--- src/rtl/pdm_clkgen_pkg.sv ---
package pdm_clkgen_pkg;

   // Edge events of the microphone clock, aligned with the cycle the clock changes
   typedef struct packed {
      logic rise;
      logic fall;
   } edge_ev_t;

   // Which clock edge a lane samples on
   typedef enum logic {
      CAP_ON_RISE = 1'b0,
      CAP_ON_FALL = 1'b1
   } cap_edge_e;

endpackage

--- src/rtl/pdm_phase_ctr.sv ---
module pdm_phase_ctr
   import pdm_clkgen_pkg::*;
#(
   parameter int DIV_W = 8
) (
   input  logic             clk_io,
   input  logic             rst_n,
   input  logic             run,
   input  logic [DIV_W-1:0] div_code,
   output logic             clk_out,
   output edge_ev_t         ev
);
   localparam int CNT_W = DIV_W + 1;

   logic [CNT_W-1:0] div_n;
   logic [CNT_W-1:0] low_len;
   logic [CNT_W-1:0] last_idx;
   logic [CNT_W-1:0] cnt_q;
   logic [CNT_W-1:0] cnt_nx;
   logic             hi_nx;

   // Divisor is the code plus two; the low phase takes the larger half
   assign div_n    = {1'b0, div_code} + CNT_W'(2);
   assign low_len  = div_n - (div_n >> 1);
   assign last_idx = div_n - CNT_W'(1);
   assign cnt_nx   = (cnt_q >= last_idx) ? '0 : cnt_q + CNT_W'(1);
   assign hi_nx    = (cnt_nx >= low_len);

   always_ff @(posedge clk_io or negedge rst_n) begin
      if (!rst_n) begin
         cnt_q   <= '0;
         clk_out <= 1'b0;
         ev      <= '0;
      end else if (!run) begin
         cnt_q   <= '0;
         clk_out <= 1'b0;
         ev.rise <= 1'b0;
         ev.fall <= clk_out;
      end else begin
         cnt_q   <= cnt_nx;
         clk_out <= hi_nx;
         ev.rise <= !clk_out && hi_nx;
         ev.fall <= clk_out && !hi_nx;
      end
   end

endmodule

--- src/rtl/pdm_capture_lane.sv ---
module pdm_capture_lane #(
   parameter int SKEW_W = 4
) (
   input  logic              clk_io,
   input  logic              rst_n,
   input  logic              en,
   input  logic              strobe,
   input  logic [SKEW_W-1:0] skew,
   input  logic              din,
   output logic              bit_q,
   output logic              vld_q
);
   logic              pend_q;
   logic [SKEW_W-1:0] wait_q;

   always_ff @(posedge clk_io or negedge rst_n) begin
      if (!rst_n) begin
         pend_q <= 1'b0;
         wait_q <= '0;
         bit_q  <= 1'b0;
         vld_q  <= 1'b0;
      end else begin
         vld_q <= 1'b0;
         if (!en) begin
            pend_q <= 1'b0;
            wait_q <= '0;
         end else if (strobe && (skew == '0)) begin
            bit_q  <= din;
            vld_q  <= 1'b1;
            pend_q <= 1'b0;
         end else if (strobe) begin
            pend_q <= 1'b1;
            wait_q <= skew - SKEW_W'(1);
         end else if (pend_q) begin
            if (wait_q == '0) begin
               bit_q  <= din;
               vld_q  <= 1'b1;
               pend_q <= 1'b0;
            end else begin
               wait_q <= wait_q - SKEW_W'(1);
            end
         end
      end
   end

endmodule

--- src/rtl/pdm_clkgen.sv ---
module pdm_clkgen
   import pdm_clkgen_pkg::*;
#(
   parameter int DIV_W  = 8,
   parameter int SKEW_W = 4
) (
   input  logic              clk_io,
   input  logic              rst_n,
   input  logic [DIV_W-1:0]  div_code,
   input  logic              edge_inv,
   input  logic [SKEW_W-1:0] skew,
   input  logic              en_a,
   input  logic              en_b,
   input  logic              pdm_din,
   output logic              mic_clk,
   output logic              a_bit,
   output logic              a_vld,
   output logic              b_bit,
   output logic              b_vld
);
   localparam int LANES = 2;

   if (DIV_W < 1 || DIV_W > 16) begin : g_bad_div
      $error("pdm_clkgen: DIV_W out of range");
   end
   if (SKEW_W < 1 || SKEW_W > 8) begin : g_bad_skew
      $error("pdm_clkgen: SKEW_W out of range");
   end

   edge_ev_t   ev;
   logic       run;
   cap_edge_e  lane_edge [LANES];
   logic       lane_en   [LANES];
   logic       lane_bit  [LANES];
   logic       lane_vld  [LANES];

   assign run          = en_a | en_b;
   assign lane_edge[0] = cap_edge_e'(edge_inv);
   assign lane_edge[1] = cap_edge_e'(~edge_inv);
   assign lane_en[0]   = en_a;
   assign lane_en[1]   = en_b;

   pdm_phase_ctr #(.DIV_W(DIV_W)) u_phase (
      .clk_io  (clk_io),
      .rst_n   (rst_n),
      .run     (run),
      .div_code(div_code),
      .clk_out (mic_clk),
      .ev      (ev)
   );

   for (genvar g = 0; g < LANES; g++) begin : g_lane
      logic strobe;
      assign strobe = (lane_edge[g] == CAP_ON_RISE) ? ev.rise : ev.fall;

      pdm_capture_lane #(.SKEW_W(SKEW_W)) u_lane (
         .clk_io(clk_io),
         .rst_n (rst_n),
         .en    (lane_en[g]),
         .strobe(strobe),
         .skew  (skew),
         .din   (pdm_din),
         .bit_q (lane_bit[g]),
         .vld_q (lane_vld[g])
      );
   end

   assign a_bit = lane_bit[0];
   assign a_vld = lane_vld[0];
   assign b_bit = lane_bit[1];
   assign b_vld = lane_vld[1];

endmodule

--- config.mk ---
export PLATFORM = sky130hd
export DESIGN_NAME = pdm_clkgen
export DESIGN_NICKNAME = d
export VERILOG_FILES = /design/src/rtl/pdm_clkgen_pkg.sv /design/src/rtl/pdm_phase_ctr.sv /design/src/rtl/pdm_capture_lane.sv /design/src/rtl/pdm_clkgen.sv
export SDC_FILE = /design/constraint.sdc
export NUM_CORES = 1
export LEC_CHECK = 0
export BUFFER_PORTS_ARGS = -buffer_cell sky130_fd_sc_hd__buf_2
export CELL_PAD_IN_SITES_DETAIL_PLACEMENT = 0
export CELL_PAD_IN_SITES_GLOBAL_PLACEMENT = 1
export CORE_MARGIN = 5
export CORE_UTILIZATION = 49
export CTS_CLUSTER_DIAMETER = 60
export DETAILED_ROUTE_END_ITERATION = 10
export PLACE_DENSITY = 0.95
export SYNTH_ARGS = -nofsm -noshare
export SYNTH_HDL_FRONTEND = slang
export SYNTH_SLANG_ARGS = --single-unit
--- constraint.sdc ---
create_clock -name clk_io -period 5.05 [get_ports clk_io]
set_clock_uncertainty 0.05 [all_clocks]
set_input_delay 0.2525 -clock clk_io [delete_from_list [all_inputs] [get_ports clk_io]]
set_output_delay 0.2525 -clock clk_io [all_outputs]
set_load 0.005 [all_outputs]
==> tab_implementation.tex <==
\begin{tabular}{lr}
\hline
Metric & Value \\
\hline
\multicolumn{2}{l}{\textbf{Run status}} \\
Run status & completed \\
\multicolumn{2}{l}{\textbf{Clock tree}} \\
Clock transition at the register clock pins on the worst setup and hold paths after CTS & 0.09 ns \\
Worst skew pair latency & 0.27 ns \\
CTS root buffer & clkbuf\_8 \\
CTS tree & done \\
Depth of the CTS H-tree & 1 \\
Number of setup buffers added after CTS & 0 \\
Number of buffers added by the clock tree synthesis step & 3 \\
Total number of clock tree sinks & 26 \\
Clock Path Buffers & 2 \\
\multicolumn{2}{l}{\textbf{Hold path}} \\
Classification of the worst-slack hold path & input port to flop \\
\multicolumn{2}{l}{\textbf{Worst setup path}} \\
Critical path data required time & 5.22 ns \\
Endpoint of the most critical setup path & u\_phase.ev[0]\$\_DFF\_PN0\_ \\
Most Frequent Cell on Critical Path & ha\_1 \\
Slowest stage cell, crit path & xnor2\_1 \\
Worst setup EP type & flop \\
Worst reg2reg startpoint & u\_phase.cnt\_q[0]\$\_DFF\_PN0\_ \\
Worst r2r dst & u\_phase.ev[0]\$\_DFF\_PN0\_ \\
Signal arrival time at the worst endpoint & 4.22 ns \\
Critical path start-end classification & input port to flop \\
Cells along the critical path & buf\_2 > ha\_1 > nand3\_1 > xnor2\_1 > inv\_1 > ha\_1 > inv\_1 > o21ai\_0 > xnor2\_1 > ha\_1 > and4\_1 > a221oi\_1 > o21ai\_1 > nor2\_1 > ha\_1 > a211o\_1 > a211oi\_1 > o21a\_1 > o21a\_1 \\
Kind of start point of the critical path & input port \\
Worst-path fanout max & 9 \\
Register-to-register setup slack & 1.89 ns \\
Depth of the critical timing path with buffers and inverters included & 19 \\
CP Launch Point & div\_code[1] \\
Crit path max-delay family & compound AO/OA/AOI/OAI gates \\
CP peak stage delay & 0.34 ns \\
FF-to-FF path depth & 12 \\
Count of buffering cells on the critical path with inverters included & 3 \\
\multicolumn{2}{l}{\textbf{Logic synthesis}} \\
Top cells by area, synth & dfrtp\_1, ha\_1, xnor2\_1 \\
Synthesis warning total & 0 \\
Top flip-flop cell by instance count after synthesis & dfrtp\_1 \\
Most common cell in the netlist & ha\_1 \\
Ys async rst share & 100\% \\
Net count after synthesis & 326 \\
Post-synthesis sequential area ratio & 27.4\% \\
Top cells by count, synth & ha\_1, nor2\_1, dfrtp\_1, inv\_1 \\
Count of flip-flops with a built-in enable after synthesis & 0 \\
Number of distinct library cells after synthesis & 46 \\
Share of the synthesized area in the top cell type & 27.4\% \\
Cell count after synthesis & 270 \\
Summed instance area of the synthesized netlist & 2380 sq um \\
Syn Area/Cell & 8.80 sq um \\
Number of synthesized register bits & 26 \\
Post-synth top area cell & dfrtp\_1 \\
\multicolumn{2}{l}{\textbf{Final layout}} \\
Antenna Diode Count & 0 \\
Fraction of layout cells with a size suffix above 1 & 12.2\% \\
Sequential Area & 651 sq um \\
Final net count & 353 \\
Area Overhead vs Synth & 11.4\% \\
Area of the multi-input gates & 1620 sq um \\
Number of fillers in the final layout & 449 \\
\multicolumn{2}{l}{\textbf{Placement}} \\
Count of port buffers added during placement & 22 \\
Detail Placement HPWL & 3860 um \\
Gp weighted congestion & 0.807 \\
\multicolumn{2}{l}{\textbf{Timing}} \\
Least-Margin Pin Slew & 0.909 ns \\
Slew Viols, Final & 0 \\
Time the worst path needs with I/O delays and setup & 4.05 ns \\
Setup repair after global routing missed its margin & false \\
Endpoints failing hold & 0 \\
Maximum clock frequency & 247 MHz \\
Setup TNS after final layout & 0 ns \\
Period utilization & 80.2\% \\
Number of endpoints failing setup at the final stage & 0 \\
Headroom to the max-slew limit & 37.6\% \\
\multicolumn{2}{l}{\textbf{Route}} \\
Routed vias & 1963 \\
First-pass DRT Iterations & 4 \\
Post-Route WL & 4750 um \\
Routed wire length per instance & 13.1 um \\
DRC & 0 \\
Post-detailed-route count of antenna-violating nets & 0 \\
Post-detailed-route via-to-cell ratio & 5.41 \\
Detailed Route Iter0 Violations & 78 \\
\multicolumn{2}{l}{\textbf{Floorplan}} \\
Placement row count & 25 \\
Area enclosed by the die boundary & 6340 sq um \\
Width of the die & 79.6 um \\
Number of primary I/O pins & 23 \\
Placeable Area & 4720 sq um \\
Initial Utilization & 50.3\% \\
Die Span Y & 79.6 um \\
\multicolumn{2}{l}{\textbf{Power and ir drop}} \\
Leakage power summed over all cells & 1.36 nW \\
Power after layout & 0.000720 W \\
Power per cell area & 272 nW/um\^{}2 \\
Worst vdd rail ir drop & 0.168 mV \\
\multicolumn{2}{l}{\textbf{GRT}} \\
GRT overflow & 0 \\
Global-route wire length before repair & 8120 um \\
Pin count of the biggest net entering global routing & 27 \\
Overall Global Routing Usage & 15.7\% \\
Number of global-route vias before repair & 1844 \\
Antenna violations before repair & 0 \\
\multicolumn{2}{l}{\textbf{Flow run}} \\
Count of max-cap constraint violations & 0 \\
\hline
\end{tabular}
[flip-flops by register name, summed over array words and instances, names as in the netlist]
name / flops
g_lane.u_lane.bit_q: 2
g_lane.u_lane.pend_q: 2
g_lane.u_lane.vld_q: 2
g_lane.u_lane.wait_q: 8
u_phase.clk_out: 1
u_phase.cnt_q: 9
u_phase.ev: 2
[cell usage in the layout (no fill, tap or decap), types with 2 or more instances in the layout]
master	n
ha_1	38
xnor2_1	14
a211o_1	2
mux2i_1	3
nor3b_1	3
nand2b_1	7
o21ai_0	12
mux2_2	3
a31oi_1	2
nor2_1	29
o21a_1	3
a21boi_0	3
and3_1	2
buf_2	22
a211oi_1	2
inv_1	26
nor2b_1	2
a21o_1	7
a21oi_1	7
xor2_1	14
a311oi_1	2
o221ai_1	3
and2_1	2
dfrtp_1	26
o22ai_1	3
nand3b_1	3
nand3_1	13
nor3_1	8
nand2_1	13
clkbuf_8	3
[how the worst min path moves through the flow]
stage          startpoint  depth (start not counted)                                     end
3_5_place_dp        rst_n                          1  g_lane[0].u_lane.wait_q[3]$_DFFE_PN0P_
4_1_cts           pdm_din                          2      g_lane[1].u_lane.bit_q$_DFFE_PN0P_
5_1_grt           pdm_din                          2      g_lane[1].u_lane.bit_q$_DFFE_PN0P_
3_3_place_gp        rst_n                          1  g_lane[0].u_lane.wait_q[3]$_DFFE_PN0P_
2_1_floorplan       rst_n                          0      g_lane[0].u_lane.bit_q$_DFFE_PN0P_
6_report          pdm_din                          2      g_lane[1].u_lane.bit_q$_DFFE_PN0P_
[layer usage]
layer | global-route usage [%] | wire length (um) | up-vias
li1 | - | - | 1005
met1 | 21.2 | 2250 | 928
met2 | 26.9 | 2340 | 27
met3 | 2.26 | 148 | 3
met4 | 2.58 | 14 | 0
met5 | 0 | 0 | -
[stage by stage]
step           std cells  area, sq um  hold WS [ns]  setup slack [ns]  utilization, %
5_1_grt              363         2650         0.171             0.548            56.1
3_3_place_gp         358         2570         0.236             0.725            54.3
2_1_floorplan        270         2380       -0.0931              1.28               -
3_5_place_dp         358         2570         0.242             0.690            54.3
6_report             363         2650         0.179             0.998            56.1
4_1_cts              363         2650         0.172             0.984            56.1
[cell type report]
| class | count | share of cell area [%] |
|---|---|---|
| multi-input combinational | 217 | 61.3 |
| sequential | 26 | 24.6 |
| timing repair buffer | 23 | 4.54 |
| inverter | 26 | 3.69 |
| tap | 67 | 3.17 |
| clock buffer | 3 | 1.56 |
| clock inverter | 1 | 1.13 |
[kinds of logic after synthesis]
group,Yosys count,synth area share (%)
simple gates,90,19.1
compound gates,54,15.6
fa+ha+maj,38,20.0
xor+xnor,28,10.3
buf+inv,27,4.27
flops,26,27.4
mux,7,3.26
[where the power goes]
group	switching (W)	total (W)	internal, W	leakage (nW)
sequential	0.0000241	0.000258	0.000234	0.357
combinational	0.000157	0.000290	0.000134	0.969
clock	0.0000659	0.000172	0.000106	0.0357
total	0.000247	0.000720	0.000474	1.36
[timing repair]
item	CTS	global route
hold buffers	1	0
resized for setup	0	0
setup endpoints to repair	0	0
endpoints found under the hold margin	26	0
No activity file was read; power rests on OpenSTA's default activity.
